**src/rtl/irq_pkg.sv**
```systemverilog
package irq_pkg;
  typedef struct packed {
    logic drive_high;  // bit 1
    logic cow;         // bit 0
  } irq_ctrl_t;

  localparam int CTRL_W = $bits(irq_ctrl_t);
endpackage

```
**src/rtl/irq_event_detect.sv**
```systemverilog
module irq_event_detect #(
  parameter int W      = 8,
  parameter int STAGES = 2
) (
  input  logic         clk_i,
  input  logic         rst_ni,
  input  logic [W-1:0] async_i,
  output logic [W-1:0] edge_o
);
  logic [STAGES-1:0][W-1:0] sync_q;
  logic [W-1:0]             last_q;

  always_ff @(posedge clk_i or negedge rst_ni) begin
    if (!rst_ni) begin
      sync_q <= '0;
      last_q <= '0;
    end else begin
      sync_q[0] <= async_i;
      for (int s = 1; s < STAGES; s++) sync_q[s] <= sync_q[s-1];
      last_q <= sync_q[STAGES-1];
    end
  end

  // any transition counts
  assign edge_o = sync_q[STAGES-1] ^ last_q;
endmodule

```
**src/rtl/irq_status_grp.sv**
```systemverilog
module irq_status_grp #(
  parameter int W = 8
) (
  input  logic         clk_i,
  input  logic         rst_ni,
  input  logic [W-1:0] set_i,
  input  logic [W-1:0] clr_i,
  output logic [W-1:0] status_o
);
  logic [W-1:0] status_q;

  // set wins over clear so a coincident event survives
  always_ff @(posedge clk_i or negedge rst_ni) begin
    if (!rst_ni) status_q <= '0;
    else         status_q <= (status_q & ~clr_i) | set_i;
  end

  assign status_o = status_q;
endmodule

```
**src/rtl/irq_status_ctrl.sv**
```systemverilog
module irq_status_ctrl
  import irq_pkg::*;
#(
  parameter int NUM_GRP = 4,
  parameter int GRP_W   = 8,
  parameter int STAGES  = 2,
  parameter int ADDR_W  = $clog2(2*NUM_GRP+1)
) (
  input  logic                     clk_i,
  input  logic                     rst_ni,
  input  logic [NUM_GRP*GRP_W-1:0] event_i,
  input  logic                     rd_en_i,
  input  logic                     wr_en_i,
  input  logic [ADDR_W-1:0]        addr_i,
  input  logic [GRP_W-1:0]         wr_data_i,
  output logic [GRP_W-1:0]         rd_data_o,
  output logic                     irq_o,
  output logic                     irq_oe_o
);
  localparam int EN_BASE   = NUM_GRP;
  localparam int CTRL_ADDR = 2*NUM_GRP;

  logic [NUM_GRP-1:0][GRP_W-1:0] status_q;
  logic [NUM_GRP-1:0][GRP_W-1:0] enable_q;
  logic [NUM_GRP-1:0][GRP_W-1:0] edge_pulse;
  logic [NUM_GRP-1:0][GRP_W-1:0] clr_vec;
  logic [NUM_GRP-1:0]            grp_pend;
  irq_ctrl_t                     ctrl_q;
  logic [GRP_W-1:0]              rd_mux;
  logic [GRP_W-1:0]              rd_data_q;
  logic                          irq_active;

  for (genvar g = 0; g < NUM_GRP; g++) begin : g_grp
    logic st_rd, st_wr, en_wr;
    assign st_rd = rd_en_i && (addr_i == ADDR_W'(g));
    assign st_wr = wr_en_i && (addr_i == ADDR_W'(g));
    assign en_wr = wr_en_i && (addr_i == ADDR_W'(EN_BASE + g));

    irq_event_detect #(.W(GRP_W), .STAGES(STAGES)) u_det (
      .clk_i   (clk_i),
      .rst_ni  (rst_ni),
      .async_i (event_i[g*GRP_W +: GRP_W]),
      .edge_o  (edge_pulse[g])
    );

    always_comb begin
      clr_vec[g] = '0;
      if (!ctrl_q.cow && st_rd)     clr_vec[g] = '1;
      else if (ctrl_q.cow && st_wr) clr_vec[g] = wr_data_i;
    end

    irq_status_grp #(.W(GRP_W)) u_st (
      .clk_i    (clk_i),
      .rst_ni   (rst_ni),
      .set_i    (edge_pulse[g]),
      .clr_i    (clr_vec[g]),
      .status_o (status_q[g])
    );

    always_ff @(posedge clk_i or negedge rst_ni) begin
      if (!rst_ni)    enable_q[g] <= '0;
      else if (en_wr) enable_q[g] <= wr_data_i;
    end

    assign grp_pend[g] = |(status_q[g] & enable_q[g]);
  end

  always_ff @(posedge clk_i or negedge rst_ni) begin
    if (!rst_ni) ctrl_q <= '0;
    else if (wr_en_i && addr_i == ADDR_W'(CTRL_ADDR))
      ctrl_q <= irq_ctrl_t'(wr_data_i[CTRL_W-1:0]);
  end

  always_comb begin
    rd_mux = '0;
    for (int g = 0; g < NUM_GRP; g++) begin
      if (addr_i == ADDR_W'(g))           rd_mux = status_q[g];
      if (addr_i == ADDR_W'(EN_BASE + g)) rd_mux = enable_q[g];
    end
    if (addr_i == ADDR_W'(CTRL_ADDR))
      rd_mux = {{(GRP_W-CTRL_W){1'b0}}, ctrl_q};
  end

  always_ff @(posedge clk_i or negedge rst_ni) begin
    if (!rst_ni)      rd_data_q <= '0;
    else if (rd_en_i) rd_data_q <= rd_mux;
  end

  assign rd_data_o  = rd_data_q;
  assign irq_active = |grp_pend;

  // open-drain: pull low only; driven mode: always enabled, high when idle
  assign irq_oe_o = ctrl_q.drive_high | irq_active;
  assign irq_o    = ctrl_q.drive_high & ~irq_active;
endmodule

```
**config.mk**
```make
export PLATFORM = sky130hd
export DESIGN_NAME = irq_status_ctrl
export DESIGN_NICKNAME = d
export VERILOG_FILES = /design/src/rtl/irq_pkg.sv /design/src/rtl/irq_event_detect.sv /design/src/rtl/irq_status_grp.sv /design/src/rtl/irq_status_ctrl.sv
export SDC_FILE = /design/constraint.sdc
export NUM_CORES = 1
export LEC_CHECK = 0
export ABC_AREA = 1
export ABC_CLOCK_PERIOD_IN_PS = 1240
export BUFFER_PORTS_ARGS = -buffer_cell sky130_fd_sc_hd__buf_2
export CORE_ASPECT_RATIO = 0.6
export CORE_MARGIN = 8
export CORE_UTILIZATION = 40
export CTS_CLUSTER_SIZE = 20
export DETAILED_ROUTE_END_ITERATION = 10
export GPL_TIMING_DRIVEN = 0
export PLACE_DENSITY = 0.62
export SYNTH_ARGS = -nofsm -noshare
export SYNTH_HDL_FRONTEND = slang
export SYNTH_SLANG_ARGS = --single-unit
```
**constraint.sdc**
```tcl
create_clock -name clk_i -period 1.24 [get_ports clk_i]
set_input_delay 0 -clock clk_i [delete_from_list [all_inputs] [get_ports clk_i]]
set_output_delay 0 -clock clk_i [all_outputs]
set_load 0.05 [all_outputs]
```
==> results.md, run 1 <==
* Final cell count without fillers at 966
* Period utilization at 150.8%
* Crit end category: output port
* Static Leak at 0.004016 µW
* Final Worst Setup Slack at -0.6305 ns
* DPL Wire Length at 10700 µm
* Largest area contributor in the netlist: dfrtp_1
* Grt peak-use layer: met1
* Net count, final at 798
* RSZ-0062 raised after global routing: true
* Gpl congestion at 0.8777
* Achievable Freq at 534.6 MHz
* Synth Register Bits at 170
* Synth Area in Adders at 0%
* EDFF count, synth at 0
* Worst slew pin tran at 0.6442 ns
* Total gr overflow at 0
* Yosys warns at 0
* Slowest Stage Delay on Critical Path at 0.41 ns
* Largest family of logic cells by synthesized area: simple AND/OR/NAND/NOR gates
* Post-synthesis async set-or-reset flop share at 100.0%
* Pwr Density at 1521 nW/µm²
* Post-DR vias/cell at 5.060
* Compound-Gate Fraction of Synth Area at 9.007%
* Fin Setup TNS at -5.721 ns
* Max capacitance violation total at 0
* Met3 Usage GRT at 4.652%
* Mapped Cells at 608
* Mean Syn Cell Area at 10.53 µm²
* Mux cell area share after synthesis at 0%
* Final WL at 16440 µm
* First-pass GRT wire length at 26210 µm
* Die W at 179.3 µm
* Worst-path fanout max at 2
* Most common cell after layout, fill and taps aside: dfrtp_1
* Syn-to-layout area delta at 36.42%
* Critical-path cell with the highest stage delay: dfrtp_1
* Iter 0 DRT Violations at 528
* Routed len/inst at 17.02 µm
* Synth Flop Type: dfrtp_1
* H-Tree Level Count at 4
* Outcome: complete, but fails checks
* Hold Crit Class: in2reg
* WHS Path Cells at 5
* R2R cell count at 6
* Worst r2r src: ctrl_q[0]
* Tot GR Track Use at 16.84%
* Met1 usage at 24.48%
* Residual DRC count at 0
* Minimum clock period at 1.871 ns
* Ports at 58
* Core Region at 15500 µm²
* Critical Path AT at 1.87 ns
* Die Ht at 114.0 µm
* Slew Viols, Final at 0
* Dpl cells at 869
* Root Buffer Master: clkbuf_16
* Slew headroom at 57.06%
* Post-Synth XOR/XNOR Area at 4.377%
* Number of buffers added on ports at 57
* Initial antenna violation count at 0
* Startpoint type of the worst setup path: flop
* Hold Fails Final Rpt at 0
* CP Data Required Time at 1.24 ns
* Layout Skew at 0.008713 ns
* Unique masters post-synth at 28
* Num rows at 35
* Synth Net Count at 656
* Pre-antenna DRT Iters at 5
* Largest net degree at the start of global routing at 126
* DIE AREA at 20450 µm²
* Routed vias at 4888
* Antenna Violating Nets Remaining at 0
* Most frequent cells in the layout: dfrtp_1, nand2_1, buf_2, o21ai_1, dlygate4sd3_1
* Synth top area share at 66.43%
* Failing checks: setup timing
* Synth top area cells: dfrtp_1, nand2_1, xnor2_1
* Worst Hold Launch: rd_en_i
* Hold endpoint: rd_data_o[2]
* Ant diodes at 0
* Post-Synth Simple-Gate Area at 17.17%
* Crit Reg-Reg Endpoint: g_grp[2].u_st.status_o[4]
* Worst R2R Setup Slack at -0.18 ns
* CTS tree: yes
* Clock transition at path regs at 0.07 ns
* Clk_lat worst skew at 0.43 ns
* CTS max path bufs at 2
* Final setup viols at 37
* CTS Sinks at 170
* CP Cell Sequence: nand2_1 > nand2_2 > nor3b_2 > nand4_1 > nor2_2 > nand2_2 > nor2_4 > buf_8
* Post-Synthesis Cell Area at 6404 µm²
* Met2 Use GR at 24.04%
* Cell mode on critical path: nand2_2
* Critical path class: reg2out
* Vias in the first global route at 4931
* Starting density of the core at 41.31%
* Total CTS buffers at 17
* Max VDD drop at 1.053 mV
* Fraction of layout cells with a size suffix above 1 at 29.10%
* Sequential area share after synthesis at 66.43%
## cells by family (layout without fill, tap and decap cells)
| logic type | count (synthesis) | in the layout |
|---|---|---|
| compound gates | 104 | 104 |
| xor+xnor | 32 | 32 |
| buf+inv | 45 | 200 |
| flops | 170 | 170 |
| simple gates | 257 | 257 |
## per-stage QoR
stage               util (%)  worst slack, ns  hold slack [ns]  area [µm²]  power [µW]
finish                 56.35          -0.6305          0.04134        8736       13290
global route           56.35          -0.7446          0.08358        8736       13840
CTS                    54.37          -0.6237          0.03040        8428       13180
detailed placement     45.17          -0.4564         -0.08579        7002        7710
global placement       44.92           -2.333           0.1083        6964        7642
floorplan                  -         -0.02700          -0.2956        6425        7149
## final cells by class
type                    instances  area [µm²]
flip-flops and latches        170        4257
well taps                     203       254.0
repair buffers                123        1022
fillers                      1342        6766
plain buffers                  11       92.59
clock buffers                  17       425.4
inverters                      34       131.4
multi-input cells             393        2405
clock inverters                15       148.9
## critical path, delay by kind of cell (launching register included)
| family | cells | cell delay [ns] |
|---|---|---|
| simple gates | 7 | 0.88 |
| flops | 1 | 0.41 |
| buf+inv | 1 | 0.15 |
## metal layers
metal  wire, µm  part of all wire (%)
met1       7853                    48
met2       7279                    44
met3       1050                   6.4
met4        254                   1.5
met5          0                     0
## how the worst max path moves through the flow
stage	start	to
global placement	rst_ni	g_grp[2].u_det.sync_q[2]
global route	enable_q[6]	irq_o
floorplan	enable_q[6]	irq_o
detailed placement	g_grp[1].u_st.status_o[5]	irq_o
CTS	enable_q[6]	irq_o
finish	enable_q[6]	irq_o
## cells in the mapped netlist, types with 2 or more instances
cell type and instances:
dfrtp_1 170, nand2_1 168, nor2_1 48, o21ai_1 36
o21ai_0 34, xnor2_1 32, inv_1 24, nand3_1 14
a31oi_1 9, buf_2 9, inv_2 9, nand4_1 9
a21oi_1 7, nand2_2 7, o22ai_1 7, a221oi_1 4
nor2_4 4, o211ai_1 4, a22o_1 3, nor3_4 2
## sequential cells by signal, summed over array words and instances, names as in the netlist
signal,flops
rd_data_o,8
g_grp.u_det.last_q,32
enable_q,32
g_grp.u_det.sync_q,64
ctrl_q,2
g_grp.u_st.status_o,32
## report_power, final
part	total, µW	switching, µW	internal, µW
registers	6320	325	5990
logic	1810	1030	777
clock network	5170	2480	2690
## what timing repair did
| item | CTS | global route |
|---|---|---|
| buffers inserted | 16 | 11 |
| endpoints found under the hold margin | 221 | 0 |
| pin swaps | 27 | 53 |
| gates resized for setup | 83 | 55 |
| hold buffers | 40 | 0 |
| cloned | 1 | 0 |
| endpoints found under the setup margin | 36 | 41 |
(Power assumes the default switching activity.)
==> run 2: changes to the inputs <==
==> constraint.sdc (replaced) <==
create_clock -name clk_i -period 1.24 [get_ports clk_i]
set_input_delay 0.248 -clock clk_i [delete_from_list [all_inputs] [get_ports clk_i]]
set_output_delay 0.248 -clock clk_i [all_outputs]
set_load 0.05 [all_outputs]
==> results.md, run 2 (synthesis results as in run 1) <==
* Most common cell after layout, fill and taps aside: dfrtp_1
* Clock share of power at 39.8%
* Startpoint type of the worst setup path: flop
* Final core utilization at 55.57%
* Most frequent cells in the layout: dfrtp_1, nand2_1, buf_2, o21ai_1
* Syn-to-layout area delta at 34.53%
* Initial antenna violation count at 0
* Crit end category: output port
* Max VDD drop at 0.9365 mV
* Layout fillers at 1322
* Slew Viols, Final at 0
* Share of power burned in combinational logic at 13.3%
* Net count, final at 787
* CTS Sinks at 170
* Failing checks: hold timing, setup timing
* Cell mode on critical path: nand2_1
* Dpl cells at 869
* Routed len/inst at 17.79 µm
* Achievable Freq at 474.7 MHz
* Num rows at 35
* Tot GR Track Use at 17.27%
* Residual DRC count at 0
* Ports at 58
* Fraction of layout cells with a size suffix above 1 at 28.86%
* Largest net degree at the start of global routing at 91
* Total CTS buffers at 17
* Gpl congestion at 0.8731
* Max FFs per register at 64
* Switching portion of total power at 28.53%
* Starting density of the core at 41.31%
* Hold Fails Final Rpt at 89
* Iter 0 DRT Violations at 365
* FF+latch area at 4255 µm²
* H-Tree Level Count at 4
* Fin Setup TNS at -5.631 ns
* RSZ-0062 raised after global routing: true
* Minimum clock period at 2.107 ns
* Routed vias at 4859
* Die W at 179.3 µm
* Smallest hold slack at -0.1778 ns
* Max capacitance violation total at 0
* Final setup viols at 33
* Outcome: complete, but fails checks
* First-pass GRT wire length at 26930 µm
* Clk_lat worst skew at 0.43 ns
* Worst slew pin tran at 0.6852 ns
* Internal Power at 9642 µW
* Layout Skew at 0.01065 ns
* Critical Path AT at 1.86 ns
* DIE AREA at 20450 µm²
* Vias in the first global route at 5000
* Post-CTS Hold Fix Bufs at 32
* Post-DR vias/cell at 5.088
* Total gr overflow at 0
* Sequential power share at 47.0%
* Period utilization at 169.9%
* Psw at 3849 µW
* Final Worst Setup Slack at -0.8666 ns
* Ant diodes at 0
* Multi-input gate area at 2317 µm²
* Clock transition at path regs at 0.07 ns
* Die Ht at 114.0 µm
* Critical-path cell with the highest stage delay: dfrtp_1
* Biggest register: g_grp.u_det.sync_q
* Antenna Violating Nets Remaining at 0
* Worst-path fanout max at 3
* CTS tree: yes
* CTS max path bufs at 2
* CP Cell Sequence: nand2_1 > nand2_1 > nor3b_2 > nand4_1 > nor2_2 > nand2_2 > nor2_4 > buf_8
* Hold Crit Class: in2async
* Static Leak at 0.003934 µW
* Pwr Density at 1566 nW/µm²
* Slowest Stage Delay on Critical Path at 0.41 ns
* Slew headroom at 54.32%
* Root Buffer Master: clkbuf_16
* Final cell count without fillers at 955
* CP Data Required Time at 0.99 ns
* DPL Wire Length at 11040 µm
* Critical path class: reg2out
* Pre-antenna DRT Iters at 5
* Final WL at 16990 µm
* Number of buffers added on ports at 57
* Core Region at 15500 µm²
-- run 2: cell count changes in the layout (fill, tap and decap cells not counted), moves of 4 or more --
cell           change
nor2_4             -6
a31oi_4            -4
clkbuf_4           +4
a31oi_1            +4
nand2_2            +4
nor2_2             +6
buf_6              +9
buf_2             -13
dlygate4sd3_1      -8
-- run 2: metal layers --
metal	part of all wire (%)	wire length, µm	up-vias	track usage (%)
li1	-	-	2254	-
met1	48	8158	2394	25.09
met2	42	7216	190	24.85
met3	8.0	1365	21	4.454
met4	1.5	250	0	5.138
met5	0	0	-	0
-- run 2: repair_timing --
item	CTS	global route
pin swaps	40	38
endpoints found under the setup margin	40	50
setup buffers	14	12
endpoints found under the hold margin	121	89
gates resized for setup	88	63
gates cloned	2	0
-- run 2: critical path, delay by kind of cell, from the launching register on --
family,cells,cell delay (ns)
simple gates,7,0.86
flops,1,0.41
buf+inv,1,0.15
-- run 2: through the flow --
step / setup WS (ns) / instance area [µm²] / total power [µW]
floorplan: -0.2510 / 6460 / 7192
global placement: -2.612 / 6999 / 7706
detailed placement: -0.5515 / 7037 / 7768
CTS: -0.8292 / 8359 / 13430
global route: -1.005 / 8615 / 14040
finish: -0.8666 / 8615 / 13490
-- run 2: layout make-up --
| class | count | share of cell area, % |
|---|---|---|
| flip-flops and latches | 170 | 49.40 |
| inverters | 34 | 1.525 |
| plain buffers | 10 | 1.133 |
| clock buffers | 17 | 4.938 |
| multi-input cells | 393 | 26.90 |
| well taps | 203 | 2.948 |
| clock inverters | 15 | 2.062 |
| repair buffers | 113 | 11.10 |
-- run 2: path summary, 6_finish.rpt --
check,slack [ns],start,cells past startpoint,to
setup / recovery,-0.87,g_grp[0].u_st.status_o[6],8,irq_o
hold / removal,-0.18,rst_ni,1,g_grp[0].u_det.last_q[0]
setup reg to reg,-0.19,ctrl_q[0],6,g_grp[2].u_st.status_o[4]
hold reg to reg,0.34,g_grp[3].u_det.sync_q[2],0,g_grp[3].u_det.sync_q[10]
max in group asynchronous,0.58,rst_ni,2,g_grp[2].u_st.status_o[5]
min in group clk_i,0.14,wr_data_i[0],4,g_grp[3].u_st.status_o[0]
-- run 2: power groups by stage --
stage | logic (µW) | registers [µW] | clock network [µW]
final | 1790 | 6330 | 5360
after global routing | 1970 | 6380 | 5690
after CTS | 1660 | 6320 | 5440
after detailed placement | 1350 | 6420 | 0
after global placement | 1310 | 6400 | 0
after floorplan | 745 | 6450 | 0
